<file path="config.mk">
export PLATFORM = sky130hd
export DESIGN_NAME = cfg_host_port
export DESIGN_NICKNAME = d
export VERILOG_FILES = /design/src/rtl/cfg_host_pkg.sv /design/src/rtl/cfg_bus_front.sv /design/src/rtl/cfg_dl_path.sv /design/src/rtl/cfg_err_irq.sv /design/src/rtl/cfg_rb_engine.sv /design/src/rtl/cfg_host_port.sv
export SDC_FILE = /design/constraint.sdc
export NUM_CORES = 1
export LEC_CHECK = 0
export BUFFER_PORTS_ARGS = -buffer_cell sky130_fd_sc_hd__buf_4
export CAP_MARGIN = 20
export CORE_ASPECT_RATIO = 2
export CORE_UTILIZATION = 55
export DETAILED_ROUTE_END_ITERATION = 10
export PLACE_DENSITY = 0.87
export SLEW_MARGIN = 25
export SYNTH_ARGS = -nofsm -noshare
export SYNTH_HDL_FRONTEND = slang
export SYNTH_SLANG_ARGS = --single-unit
</file>
<file path="constraint.sdc">
create_clock -name clk -period 2.65 [get_ports clk]
set_input_delay 0.53 -clock clk [delete_from_list [all_inputs] [get_ports clk]]
set_output_delay 0.53 -clock clk [all_outputs]
set_load 0.02 [all_outputs]
</file>
<file path="src/rtl/cfg_host_pkg.sv">
package cfg_host_pkg;
  localparam int HA_W = 3;

  localparam logic [HA_W-1:0] RA_CTRL   = 3'd0;
  localparam logic [HA_W-1:0] RA_STATUS = 3'd1;
  localparam logic [HA_W-1:0] RA_DLDATA = 3'd2;
  localparam logic [HA_W-1:0] RA_RBLO   = 3'd3;
  localparam logic [HA_W-1:0] RA_RBHI   = 3'd4;
  localparam logic [HA_W-1:0] RA_RBDATA = 3'd5;

  // control bit positions
  localparam int CB_ERR_IE = 0;
  localparam int CB_RDY_IE = 1;
  localparam int CB_USER   = 2;
  localparam int CB_RBIDLE = 3;

  typedef struct packed {
    logic err_ie;
    logic rdy_ie;
    logic user_en;
  } ctrl_t;

  typedef struct packed {
    logic       rb_busy;
    logic       cfg_done;
    logic       init_done;
    logic       overrun;
    logic       drdy;
    logic [1:0] err;
    logic       rdy;
  } status_t;
endpackage

</file>
<file path="src/rtl/cfg_bus_front.sv">
module cfg_bus_front #(
  parameter int DW = 8,
  parameter int AW = 3
) (
  input  logic          clk,
  input  logic          rst,
  input  logic          cs,
  input  logic          strb,
  input  logic          wr,
  input  logic [AW-1:0] addr,
  input  logic [DW-1:0] wdata,
  input  logic          active,
  input  logic [DW-1:0] rd_word,
  output logic          acc_rd,
  output logic          acc_wr,
  output logic [AW-1:0] acc_addr,
  output logic [DW-1:0] acc_wdata,
  output logic [DW-1:0] rdata,
  output logic          ack
);
  logic hit;

  assign hit       = cs & strb & active;
  assign acc_wr    = hit & wr;
  assign acc_rd    = hit & ~wr;
  assign acc_addr  = addr;
  assign acc_wdata = wdata;

  always_ff @(posedge clk) begin
    if (rst) begin
      ack   <= 1'b0;
      rdata <= '0;
    end else begin
      ack <= hit;
      if (acc_rd) rdata <= rd_word;
    end
  end
endmodule

</file>
<file path="src/rtl/cfg_dl_path.sv">
module cfg_dl_path #(
  parameter int DW = 8
) (
  input  logic          clk,
  input  logic          rst,
  input  logic          wr_en,
  input  logic [DW-1:0] wdata,
  input  logic          dl_ready,
  output logic [DW-1:0] dl_byte,
  output logic          dl_valid,
  output logic          rdy,
  output logic          overrun,
  output logic          started
);
  assign rdy = ~dl_valid;

  always_ff @(posedge clk) begin
    if (rst) begin
      dl_byte  <= '0;
      dl_valid <= 1'b0;
      overrun  <= 1'b0;
      started  <= 1'b0;
    end else begin
      if (dl_valid && dl_ready) dl_valid <= 1'b0;
      if (wr_en) begin
        started <= 1'b1;
        if (!dl_valid) begin
          dl_byte  <= wdata;
          dl_valid <= 1'b1;
        end else begin
          overrun <= 1'b1;
        end
      end
    end
  end
endmodule

</file>
<file path="src/rtl/cfg_err_irq.sv">
module cfg_err_irq #(
  parameter int EW = 2
) (
  input  logic          clk,
  input  logic          rst,
  input  logic          err_stb,
  input  logic [EW-1:0] err_code,
  input  logic          rb_busy,
  input  logic          stat_rd,
  input  logic          err_ie,
  input  logic          rdy_ie,
  input  logic          rdy,
  output logic [EW-1:0] err_field,
  output logic          err_pend,
  output logic          irq
);
  logic err_load;

  assign err_load = err_stb & (|err_code) & ~rb_busy;

  always_ff @(posedge clk) begin
    if (rst) begin
      err_field <= '0;
      err_pend  <= 1'b0;
      irq       <= 1'b0;
    end else begin
      if (err_load) begin
        err_field <= err_code;
        err_pend  <= 1'b1;
      end else if (stat_rd) begin
        err_pend <= 1'b0;
      end
      irq <= (err_ie & err_pend) | (rdy_ie & rdy);
    end
  end
endmodule

</file>
<file path="src/rtl/cfg_rb_engine.sv">
module cfg_rb_engine #(
  parameter int AW = 14,
  parameter int DW = 8
) (
  input  logic          clk,
  input  logic          rst,
  input  logic          start,
  input  logic          stop,
  input  logic          data_rd,
  input  logic [AW-1:0] start_addr,
  input  logic          rb_valid,
  input  logic [DW-1:0] rb_data,
  output logic          rb_req,
  output logic [AW-1:0] rb_addr,
  output logic          busy,
  output logic          drdy,
  output logic [DW-1:0] rdata
);
  logic waiting;

  always_ff @(posedge clk) begin
    if (rst) begin
      rb_req  <= 1'b0;
      rb_addr <= '0;
      busy    <= 1'b0;
      drdy    <= 1'b0;
      rdata   <= '0;
      waiting <= 1'b0;
    end else begin
      rb_req <= 1'b0;
      if (stop) begin
        busy    <= 1'b0;
        drdy    <= 1'b0;
        waiting <= 1'b0;
      end else if (start) begin
        busy    <= 1'b1;
        rb_addr <= start_addr;
        rb_req  <= 1'b1;
        waiting <= 1'b1;
        drdy    <= 1'b0;
      end else if (busy) begin
        if (waiting && rb_valid) begin
          rdata   <= rb_data;
          drdy    <= 1'b1;
          waiting <= 1'b0;
        end else if (data_rd && drdy) begin
          drdy    <= 1'b0;
          rb_addr <= rb_addr + 1'b1;
          rb_req  <= 1'b1;
          waiting <= 1'b1;
        end
      end
    end
  end
endmodule

</file>
<file path="src/rtl/cfg_host_port.sv">
module cfg_host_port
  import cfg_host_pkg::*;
#(
  parameter int DW    = 8,
  parameter int RBA_W = 14,
  parameter int EW    = 2
) (
  input  logic             clk,
  input  logic             rst,
  input  logic             hb_cs,
  input  logic             hb_strb,
  input  logic             hb_wr,
  input  logic [HA_W-1:0]  hb_addr,
  input  logic [DW-1:0]    hb_wdata,
  output logic [DW-1:0]    hb_rdata,
  output logic             hb_ack,
  output logic             hb_irq,
  input  logic             init_done,
  input  logic             cfg_done,
  output logic [DW-1:0]    dl_byte,
  output logic             dl_valid,
  input  logic             dl_ready,
  input  logic             bs_err_stb,
  input  logic [EW-1:0]    bs_err_code,
  output logic             rb_req,
  output logic [RBA_W-1:0] rb_addr,
  input  logic             rb_valid,
  input  logic [DW-1:0]    rb_data
);
  localparam int HI_W = RBA_W - DW;

  ctrl_t           ctrl;
  status_t         stat;
  logic [DW-1:0]   rba_lo;
  logic [HI_W-1:0] rba_hi;
  logic            active;
  logic            acc_rd, acc_wr;
  logic [HA_W-1:0] acc_addr;
  logic [DW-1:0]   acc_wdata;
  logic [DW-1:0]   rd_word;
  logic            dl_rdy, overrun, started;
  logic [EW-1:0]   err_field;
  logic            err_pend;
  logic            rb_busy, rb_drdy;
  logic [DW-1:0]   rb_word;
  logic            wr_ctrl, rb_start, rb_stop;

  assign active   = ~cfg_done | ctrl.user_en;
  assign wr_ctrl  = acc_wr && (acc_addr == RA_CTRL);
  assign rb_start = wr_ctrl && !acc_wdata[CB_RBIDLE] && !rb_busy;
  assign rb_stop  = wr_ctrl &&  acc_wdata[CB_RBIDLE] &&  rb_busy;

  cfg_bus_front #(.DW(DW), .AW(HA_W)) u_front (
    .clk(clk), .rst(rst), .cs(hb_cs), .strb(hb_strb), .wr(hb_wr),
    .addr(hb_addr), .wdata(hb_wdata), .active(active), .rd_word(rd_word),
    .acc_rd(acc_rd), .acc_wr(acc_wr), .acc_addr(acc_addr),
    .acc_wdata(acc_wdata), .rdata(hb_rdata), .ack(hb_ack)
  );

  cfg_dl_path #(.DW(DW)) u_dl (
    .clk(clk), .rst(rst),
    .wr_en(acc_wr && (acc_addr == RA_DLDATA)), .wdata(acc_wdata),
    .dl_ready(dl_ready), .dl_byte(dl_byte), .dl_valid(dl_valid),
    .rdy(dl_rdy), .overrun(overrun), .started(started)
  );

  cfg_err_irq #(.EW(EW)) u_err (
    .clk(clk), .rst(rst), .err_stb(bs_err_stb), .err_code(bs_err_code),
    .rb_busy(rb_busy), .stat_rd(acc_rd && (acc_addr == RA_STATUS)),
    .err_ie(ctrl.err_ie), .rdy_ie(ctrl.rdy_ie), .rdy(dl_rdy),
    .err_field(err_field), .err_pend(err_pend), .irq(hb_irq)
  );

  cfg_rb_engine #(.AW(RBA_W), .DW(DW)) u_rb (
    .clk(clk), .rst(rst), .start(rb_start), .stop(rb_stop),
    .data_rd(acc_rd && (acc_addr == RA_RBDATA)),
    .start_addr({rba_hi, rba_lo}), .rb_valid(rb_valid), .rb_data(rb_data),
    .rb_req(rb_req), .rb_addr(rb_addr), .busy(rb_busy), .drdy(rb_drdy),
    .rdata(rb_word)
  );

  // control and readback address registers
  always_ff @(posedge clk) begin
    if (rst) begin
      ctrl   <= '0;
      rba_lo <= '0;
      rba_hi <= '0;
    end else if (acc_wr) begin
      case (acc_addr)
        RA_CTRL: begin
          ctrl.err_ie <= acc_wdata[CB_ERR_IE];
          ctrl.rdy_ie <= acc_wdata[CB_RDY_IE];
          if (!started) ctrl.user_en <= acc_wdata[CB_USER];
        end
        RA_RBLO: rba_lo <= acc_wdata;
        RA_RBHI: rba_hi <= acc_wdata[HI_W-1:0];
        default: ;
      endcase
    end
  end

  always_comb begin
    stat.rb_busy   = rb_busy;
    stat.cfg_done  = cfg_done;
    stat.init_done = init_done;
    stat.overrun   = overrun;
    stat.drdy      = rb_drdy;
    stat.err       = err_field;
    stat.rdy       = dl_rdy;
  end

  always_comb begin
    rd_word = '0;
    case (acc_addr)
      RA_CTRL: begin
        rd_word[CB_ERR_IE] = ctrl.err_ie;
        rd_word[CB_RDY_IE] = ctrl.rdy_ie;
        rd_word[CB_USER]   = ctrl.user_en;
        rd_word[CB_RBIDLE] = ~rb_busy;
      end
      RA_STATUS: rd_word = stat;
      RA_RBLO:   rd_word = rba_lo;
      RA_RBHI:   rd_word[HI_W-1:0] = rba_hi;
      RA_RBDATA: rd_word = rb_word;
      default:   rd_word = '0;
    endcase
  end
endmodule

</file>
==> flow_metrics.env, run 1 <==
export IMPL_outcome="finished, violations left"
export IMPL_violations="design-rule violations"
export IMPL_initial_core_util=0.576
export IMPL_dpl_instance_area_sq_um=3820
export IMPL_synth_nets=389
export IMPL_pre_cts_slack_ns=0.284
export IMPL_synth_seq_cells=67
export IMPL_grt_max_degree=66
export IMPL_synthCells=357
export IMPL_switchingPower_uw=506
export IMPL_synth_xor_area_share=0.00264
export IMPL_crit_fanout=18
export IMPL_ctsHoldBuffers=0
export IMPL_p_sw_frac=0.223
export IMPL_tightest_slew_ns=0.761
export IMPL_track_usage=0.292
export IMPL_crit_required_ns=2.84
export IMPL_setup_violations=0
export IMPL_vias_per_cell=6.32
export IMPL_utilization=0.711
export IMPL_worstPathArrival_ns=2.27
export IMPL_drive_gt1_frac=0.277
export IMPL_cp_slowest_stage_delay_ns=0.46
export IMPL_dieArea_sq_um=6360
export IMPL_crit_path_end_kind="register"
export IMPL_slew_headroom=0.492
export IMPL_finClkSkew_ns=0.00347
export IMPL_synthArstFlopShare=0
export IMPL_drt_iter0_drc=125
export IMPL_clock_sinks=67
export IMPL_power_leakage_nw=1.60
export IMPL_comb_power_share=0.064
export IMPL_min_period_ns=2.08
export IMPL_design_core_area_sq_um=5760
export IMPL_syn_area_sq_um=3310
export IMPL_cts_resized=0
export IMPL_post_dp_hpwl_um=6270
export IMPL_ir_worst_vdd_mv=0.516
export IMPL_routed_wirelength_um=8740
export IMPL_fin_ws_ns=0.567
export IMPL_synthAdderAreaFrac=0.00378
export IMPL_cp_slowest_cell="and3_1"
export IMPL_rsz0062_at_grt="false"
export IMPL_post_cts_repair_setup_buffers=0
export IMPL_cts_buffer_depth=2
export IMPL_core_rowCount=39
export IMPL_final_area_sq_um=4100
export IMPL_grt_overflow=0
export IMPL_ios=65
export IMPL_cap_viol_max_count=0
export IMPL_cts_root_buf="clkbuf_16"
export IMPL_ys_seq_area_frac=0.405
export IMPL_nets=446
export IMPL_pwr_share_seq=0.452
export IMPL_die_h_um=112
export IMPL_power_density_nw_per_um2=554
export IMPL_clk_pin_slew_ns=0.05
export IMPL_vias=3035
export IMPL_p_int_mw=1.76
export IMPL_path_cells="buf_4 > nor4b_1 > nand4_1 > and3_1 > mux2i_1 > nor2_1"
export IMPL_wl_per_cell_um=18.2
export IMPL_maxSlewViolCount=0
export IMPL_grt_pass1_vias=2957
export IMPL_cts_tree="yes"
export IMPL_start_kind="primary input"
export IMPL_setup_tns_ns=0
export IMPL_synthDistinctLibCells=52
export IMPL_fin_crit_sh=0.786
export IMPL_antenna_cells=0
export IMPL_hold_path_class="primary input to register"
export IMPL_p_clk_frac=0.484
export IMPL_drc=2
export IMPL_gp_congestion=0.894
export IMPL_yosys_area_share_simple=0.195
export IMPL_synthToLayoutAreaGrowth_pct=23.6
export IMPL_clock_latency_ns=0.33
export IMPL_ys_warn_count=0
export IMPL_die_width_um=56.9
export IMPL_final_antenna_net_count=0
export IMPL_synth_edf_count=0
export IMPL_cts_max_level=3
export IMPL_first_pass_iters=7
export IMPL_fmax_mhz=480
export IMPL_antenna_found_initial=0
export IMPL_finalHoldViolCount=0
export IMPL_numCtsBuffers=9
export IMPL_synthMuxAreaShare=0.143
export IMPL_num_fill_cells=426
export IMPL_syn_area_per_cell_sq_um=9.28
export IMPL_synth_top_family_by_area="compound AO/OA/AOI/OAI gates"
export IMPL_ys_flop_type="dfxtp_1"
export IMPL_io_buffers=64
export IMPL_critical_path_class="primary input to register"
export IMPL_synth_compound_area_share=0.203
export IMPL_grt_pass1_wl_um=14100
-- metrics by stage --
| step | std cells | total power, mW | hold slack, ns |
|---|---|---|---|
| floorplan | 357 | 1.12 | 0.433 |
| global placement | 464 | 1.19 | 0.449 |
| detailed placement | 464 | 1.19 | 0.467 |
| CTS | 480 | 2.28 | 0.428 |
| global route | 480 | 2.33 | 0.443 |
| finish | 480 | 2.27 | 0.431 |
-- power groups by stage --
| stage | clock (mW) | combinational (mW) | sequential [mW] |
|---|---|---|---|
| 5_1_grt | 1.15 | 0.156 | 1.02 |
| 6_report | 1.10 | 0.146 | 1.02 |
| 4_1_cts | 1.11 | 0.145 | 1.02 |
| 2_1_floorplan | 0 | 0.0716 | 1.05 |
| 3_5_place_dp | 0 | 0.144 | 1.05 |
| 3_3_place_gp | 0 | 0.142 | 1.05 |
-- logic make-up after synthesis --
| family | Yosys count |
|---|---|
| flops | 67 |
| xor+xnor | 1 |
| compound gates | 82 |
| simple gates | 129 |
| mux | 42 |
| fa+ha+maj | 1 |
| buf+inv | 35 |
-- cell usage in the layout, fill, tap and decap left out, drive strengths merged, types with 2 or more instances in the layout --
cell type  count
clkinv         2
nor4           5
mux2i         36
nor2          61
and2           3
mux4           4
o311ai        11
a32oi          2
nand2         15
mux2           2
a211oi         6
a22oi          8
or4b           2
nand2b         5
nor2b          4
clkbuf        14
buf           72
a31oi          3
a21oi         23
and4           2
o21a           2
dfxtp         67
inv            9
nor4b          3
o21ai          9
nor3           9
nand4          6
o31ai         11
nand3          9
-- registers in the layout, indices dropped and copies added, names as in the netlist, 2 cells and up --
name             flops
ctrl                 3
u_rb.rdata           8
u_front.rdata        8
u_rb.rb_addr        14
rba_hi               6
u_err.err_field      2
u_dl.dl_byte         8
rba_lo               8
-- cell type report --
cell class	instances	area (sq um)	share of cell area
clock inverters	2	10.0	0.00244
repair buffers	72	553	0.135
clock buffers	14	264	0.0644
multi-input cells	255	1820	0.444
well taps	61	76.3	0.0186
inverters	9	33.8	0.00825
flip-flops and latches	67	1340	0.327
-- critical path, delay by kind of cell --
kind | cells | cell delay, ns
buffers and inverters | 1 | 0.18
multiplexers | 1 | 0.23
AND/OR/NAND/NOR | 4 | 1.32
-- Yosys cell counts, types with 2 or more instances --
cell / instances / area share
dfxtp_1: 67 / 0.40
nor2_1: 61 / 0.069
mux2i_1: 36 / 0.11
a21oi_1: 23 / 0.035
clkbuf_1: 14 / 0.016
nand2_1: 14 / 0.016
inv_1: 9 / 0.010
nand3_1: 9 / 0.014
a22oi_1: 8 / 0.018
nor3_1: 8 / 0.012
o311ai_2: 8 / 0.039
o31ai_2: 8 / 0.030
a211oi_1: 6 / 0.014
buf_2: 6 / 0.0091
nand4_1: 6 / 0.011
o21ai_0: 6 / 0.0091
nand2b_1: 5 / 0.0094
nor4_1: 5 / 0.0094
mux4_2: 4 / 0.027
nor2b_1: 4 / 0.0075
a31oi_1: 3 / 0.0057
and2_1: 3 / 0.0057
buf_1: 3 / 0.0034
buf_6: 3 / 0.010
nor4b_1: 3 / 0.0079
o311ai_1: 3 / 0.0079
o31ai_1: 3 / 0.0068
a32oi_1: 2 / 0.0053
and4_1: 2 / 0.0053
mux2_2: 2 / 0.0068
o21ai_2: 2 / 0.0053
-- worst paths after layout --
kind,start,end,slack [ns],cells after the start
setup reg to reg,ctrl[0],rba_hi[1],0.66,5
setup / recovery,hb_addr[0],u_rb.rdata[2],0.57,6
hold / removal,rb_data[0],u_rb.rdata[0],0.43,3
hold reg to reg,u_err.err_field[1],u_err.err_field[1],0.48,2
-- per-layer routing --
layer  wire length (um)  part of all wire  global-route usage
met5                  0                 0                   0
met4                447             0.051               0.210
met3                378             0.043              0.0697
met2               4800              0.55               0.506
met1               3110              0.36               0.296
Note: power is estimated with default switching activity, not from simulation.
==> run 2, diff against run 1 <==
--- a/config.mk
+++ b/config.mk
@@ -8,9 +8,9 @@
 export BUFFER_PORTS_ARGS = -buffer_cell sky130_fd_sc_hd__buf_4
 export CAP_MARGIN = 20
 export CORE_ASPECT_RATIO = 2
-export CORE_UTILIZATION = 55
+export CORE_UTILIZATION = 50
 export DETAILED_ROUTE_END_ITERATION = 10
-export PLACE_DENSITY = 0.87
+export PLACE_DENSITY = 0.83
 export SLEW_MARGIN = 25
 export SYNTH_ARGS = -nofsm -noshare
 export SYNTH_HDL_FRONTEND = slang
==> constraint.sdc (replaced) <==
create_clock -name clk -period 1.9 [get_ports clk]
set_input_delay 0.38 -clock clk [delete_from_list [all_inputs] [get_ports clk]]
set_output_delay 0.38 -clock clk [all_outputs]
set_load 0.02 [all_outputs]
==> run 2 against run 1 <==
  * The run now ends clean
  * Routed wire length up 11%
  * Non-clock buffer count up 27
  * Worst hold slack worse by 0.15 ns
  * Sequential share of layout area down 2.3 points
  * First-iteration DRC count up 58%
  * Clock-buffer cell count down 1
  * Flip-flop and latch count unchanged
==> flow_metrics.env, run 2 (synthesis gave the netlist of run 1 again) <==
export IMPL_crit_required_ns=2.10
export IMPL_nets=473
export IMPL_post_cts_repair_setup_buffers=0
export IMPL_drive_gt1_frac=0.326
export IMPL_numCtsBuffers=9
export IMPL_cap_viol_max_count=0
export IMPL_regMostFlops="u_rb.rb_addr"
export IMPL_final_common_cell="buf_4"
export IMPL_crit_fanout=37
export IMPL_critical_path_class="primary input to register"
export IMPL_core_rowCount=41
export IMPL_clk_pin_slew_ns=0.05
export IMPL_worstPathArrival_ns=1.97
export IMPL_final_antenna_net_count=0
export IMPL_fin_crit_sh=0.931
export IMPL_tightest_slew_ns=0.655
export IMPL_post_dp_hpwl_um=7010
export IMPL_die_h_um=117
export IMPL_largest_reg_flops=14
export IMPL_clock_latency_ns=0.33
export IMPL_setup_violations=0
export IMPL_comb_power_share=0.068
export IMPL_grt_overflow=0
export IMPL_grt_pass1_vias=3145
export IMPL_start_kind="primary input"
export IMPL_fin_ws_ns=0.131
export IMPL_p_int_mw=2.70
export IMPL_maxSlewViolCount=0
export IMPL_routed_wirelength_um=9690
export IMPL_rsz0062_at_grt="false"
export IMPL_finClkSkew_ns=0.00511
export IMPL_track_usage=0.297
export IMPL_first_pass_iters=5
export IMPL_outcome="finished clean"
export IMPL_drt_iter0_drc=197
export IMPL_cts_buffer_depth=2
export IMPL_grt_max_degree=38
export IMPL_dpl_instance_area_sq_um=4060
export IMPL_grt_pass1_wl_um=15100
export IMPL_timing_hold_ws_ns=0.282
export IMPL_final_area_sq_um=4400
export IMPL_cts_max_level=3
export IMPL_p_clk_frac=0.514
export IMPL_fmax_mhz=565
export IMPL_dieArea_sq_um=6980
export IMPL_finalHoldViolCount=0
export IMPL_pre_cts_slack_ns=-0.248
export IMPL_min_period_ns=1.77
export IMPL_die_width_um=59.6
export IMPL_antenna_found_initial=0
export IMPL_multi_input_area_sq_um=1840
export IMPL_num_fill_cells=507
export IMPL_crit_path_end_kind="register"
export IMPL_vias_per_cell=6.01
export IMPL_clock_sinks=67
export IMPL_power_mw=3.42
export IMPL_gp_congestion=0.920
export IMPL_vias=3193
export IMPL_wl_per_cell_um=18.2
export IMPL_synthToLayoutAreaGrowth_pct=32.8
export IMPL_power_density_nw_per_um2=777
export IMPL_drc=0
export IMPL_hold_path_class="primary input to register"
export IMPL_cts_root_buf="clkbuf_16"
export IMPL_p_sw_frac=0.210
export IMPL_cts_tree="yes"
export IMPL_io_buffers=64
export IMPL_seqCellArea_sq_um=1340
export IMPL_ios=65
export IMPL_layout_common_cells="96 x buf_4, 67 x dfxtp_1, 60 x nor2_1, 35 x mux2i_1, 23 x a21oi_1"
export IMPL_switchingPower_uw=717
export IMPL_slew_headroom=0.563
export IMPL_antenna_cells=0
export IMPL_design_core_area_sq_um=6360
export IMPL_initial_core_util=0.521
export IMPL_pwr_share_seq=0.418
export IMPL_power_leakage_nw=1.75
export IMPL_ir_worst_vdd_mv=0.609
run 2: cell types whose count changed in the layout (fill, tap and decap cells not counted), sizes merged:
cell,previous run,this run
clkbuf,14,13
buf,72,99
clkinv,2,0
bufinv,0,2
run 2: worst max-delay path: stages:
cell	delay, ns
buf_4	0.13
nor4b_1	0.37
buf_4	0.18
and4_1	0.25
buf_12	0.21
mux2i_2	0.31
a311oi_1	0.14
run 2: repair_timing:
action | in CTS | in global routing
setup endpoints to repair | 0 | 23
gates resized for setup | 0 | 6
hold buffers | 0 | 0
run 2: area by class of cell:
class / instances / area share
clock buffers: 13 / 0.0569
clock inverters: 2 / 0.0136
inverters: 9 / 0.00767
multi-input cells: 255 / 0.419
flip-flops and latches: 67 / 0.305
well taps: 86 / 0.0244
repair buffers: 99 / 0.174
run 2: power groups by stage:
| stage | combinational (mW) | sequential, mW | clock (mW) |
|---|---|---|---|
| finish | 0.232 | 1.43 | 1.76 |
| floorplan | 0.101 | 1.46 | 0 |
| CTS | 0.227 | 1.43 | 1.78 |
| detailed placement | 0.224 | 1.46 | 0 |
| global route | 0.248 | 1.43 | 1.84 |
| global placement | 0.218 | 1.46 | 0 |
run 2: final timing paths:
check | startpoint | to | cells after the start | slack (ns)
max | hb_addr[1] | u_rb.rb_addr[1] | 7 | 0.13
min | rb_data[3] | u_rb.rdata[3] | 3 | 0.28
max reg2reg | ctrl[0] | rba_hi[0] | 6 | 0.15
min reg2reg | u_err.err_field[1] | u_err.err_field[1] | 2 | 0.47
run 2: through the flow:
step           TNS (ns)   util  cells
6_report              0  0.692    531
3_3_place_gp      -3.04  0.638    515
3_5_place_dp      -4.43  0.638    515
4_1_cts               0  0.687    530
2_1_floorplan     -1.11      -    357
5_1_grt               0  0.692    531
run 2: layer usage:
metal  up-vias  GRT usage  routed length (um)
li1       1486          -                   -
met1      1550      0.307                3420
met2       114      0.503                5300
met3        43     0.0670                 367
met4         0      0.226                 601
met5         -          0                   0
==> run 3, diff against run 2 <==
==> constraint.sdc (replaced) <==
create_clock -name clk -period 1.5 [get_ports clk]
set_input_delay 0.3 -clock clk [delete_from_list [all_inputs] [get_ports clk]]
set_output_delay 0.3 -clock clk [all_outputs]
set_load 0.02 [all_outputs]
==> run 3 against run 2 <==
  * The flow now finishes with violations (negative setup slack)
  * Combinational power grew 51%
  * Clock-buffer cell count decreased by 3
  * Clock skew increased by 0.0035 ns
  * Critical path depth stayed put
  * Non-clock buffer count rose by 43
  * First-iteration DRC count grew 50%
  * Core utilization up 12 points
  * Cell count rose by 8.7%
==> flow_metrics.env, run 3 (synthesis gave the netlist of run 1 again) <==
export IMPL_outcome="finished, violations left"
export IMPL_violations="negative setup slack"
export IMPL_critical_path_class="primary input to register"
export IMPL_rr_endpoint="u_rb.rb_addr[10]"
export IMPL_drt_iter0_drc=296
export IMPL_vias=3596
export IMPL_cts_tree="yes"
export IMPL_ir_worst_vdd_mv=1.33
export IMPL_r2r_cells=7
export IMPL_setup_violations=31
export IMPL_fmax_mhz=523
export IMPL_drc=0
export IMPL_dpl_instance_area_sq_um=4320
export IMPL_final_area_sq_um=5180
export IMPL_first_pass_iters=5
export IMPL_final_common_cell="buf_4"
export IMPL_worstPathArrival_ns=2.10
export IMPL_drive_gt1_frac=0.485
export IMPL_design_core_area_sq_um=6360
export IMPL_die_h_um=117
export IMPL_place_inst=544
export IMPL_track_usage=0.361
export IMPL_cts_buffer_depth=2
export IMPL_clock_sinks=67
export IMPL_r2r_start="u_rb.rb_addr[0]"
export IMPL_clk_pin_slew_ns=0.06
export IMPL_min_period_ns=1.91
export IMPL_final_antenna_net_count=0
export IMPL_ios=65
export IMPL_synthToLayoutAreaGrowth_pct=56.4
export IMPL_grt_pass1_vias=3703
export IMPL_clock_latency_ns=0.34
export IMPL_utilization=0.815
export IMPL_grt_pass1_wl_um=18100
export IMPL_regToRegSetupSlack_ns=-0.34
export IMPL_fin_crit_sh=1.27
export IMPL_crit_path_start="hb_addr[1]"
export IMPL_grt_max_degree=66
export IMPL_start_kind="primary input"
export IMPL_cts_root_buf="clkbuf_16"
export IMPL_power_leakage_nw=2.06
export IMPL_regMostFlops="u_rb.rb_addr"
export IMPL_grt_overflow=0
export IMPL_hold_path_class="primary input to register"
export IMPL_gp_congestion=0.906
export IMPL_crit_required_ns=1.69
export IMPL_layout_common_cells="123 x buf_4, 62 x dfxtp_1, 57 x nor2_1, 34 x mux2i_1, 17 x a21oi_1"
export IMPL_dieArea_sq_um=6980
export IMPL_initial_core_util=0.521
export IMPL_cts_max_level=3
export IMPL_vias_per_cell=6.23
export IMPL_crit_fanout=7
export IMPL_numCtsBuffers=9
export IMPL_fin_cells=577
export IMPL_finalHoldViolCount=0
export IMPL_slew_headroom=0.702
export IMPL_min_from="rb_data[7]"
export IMPL_post_dp_hpwl_um=7180
export IMPL_nets=518
export IMPL_rsz0062_at_grt="true"
export IMPL_cap_viol_max_count=0
export IMPL_antenna_found_initial=0
export IMPL_maxSlewViolCount=0
export IMPL_routed_wirelength_um=12500
export IMPL_tightest_slew_ns=0.447
export IMPL_fin_ws_ns=-0.412
export IMPL_crit_path_end_kind="register"
export IMPL_largest_reg_flops=14
export IMPL_power_density_nw_per_um2=832
export IMPL_pre_cts_slack_ns=-0.562
export IMPL_core_rowCount=41
export IMPL_io_buffers=64
export IMPL_wl_per_cell_um=21.7
export IMPL_cp_endpoint="u_rb.rb_addr[10]"
export IMPL_die_width_um=59.6
export IMPL_power_mw=4.31
export IMPL_ctsHoldBuffers=0
export IMPL_finClkSkew_ns=0.00860
export IMPL_antenna_cells=0
run 3: changes by cell type in the layout (fill, tap and decap cells not counted), moves of 4 or more:
cell | previous run | this run
a21oi_1 | 23 | 17
nor3_1 | 8 | 4
buf_6 | 0 | 13
dfxtp_1 | 67 | 62
buf_4 | 96 | 123
a21oi_2 | 0 | 6
nor4_1 | 5 | 1
run 3: report_power, final:
part           switching [mW]  internal (mW)
clock                   0.805           1.35
combinational           0.187          0.164
sequential             0.0135           1.79
total                    1.01           3.30
run 3: through the flow:
step                      hold WS (ns)  setup TNS (ns)
after global placement           0.446          -18.10
after CTS                        0.200           -1.91
after global routing             0.215           -4.73
final                            0.208           -2.76
after detailed placement         0.460          -20.56
after floorplan                  0.433           -8.49
run 3: worst min-delay path by stage:
stage,endpoint,slack [ns],depth (start not counted)
finish,u_rb.rdata[7],0.21,3
global route,u_rb.rdata[1],0.22,3
CTS,u_rb.rdata[7],0.20,3
detailed placement,u_err.err_field[0],0.46,2
global placement,u_err.err_field[1],0.45,2
floorplan,u_err.err_field[0],0.43,2
run 3: repair_timing:
item,in CTS,in global routing
cloned,4,0
buffers inserted,10,6
pin swaps,21,15
setup endpoints to repair,42,49
gates resized for setup,58,30
run 3: layout make-up:
class | count | area [sq um]
timing repair buffer | 142 | 1190
tap | 86 | 108
multi-input combinational | 257 | 2190
clock inverter | 6 | 71.3
inverter | 9 | 33.8
sequential | 67 | 1350
clock buffer | 10 | 239
fill | 354 | 1180
run 3: per-layer routing:
layer  part of all wire  global-route usage
met3              0.060              0.0934
met1               0.30               0.311
met2               0.56               0.643
met4              0.078               0.332
met5                  0                   0
run 3: critical path, stage by stage:
cell,delay (ns)
buf_8,0.10
or4b_4,0.56
nor3_4,0.20
buf_6,0.16
o21ai_4,0.12
o311ai_2,0.48
o31ai_2,0.16
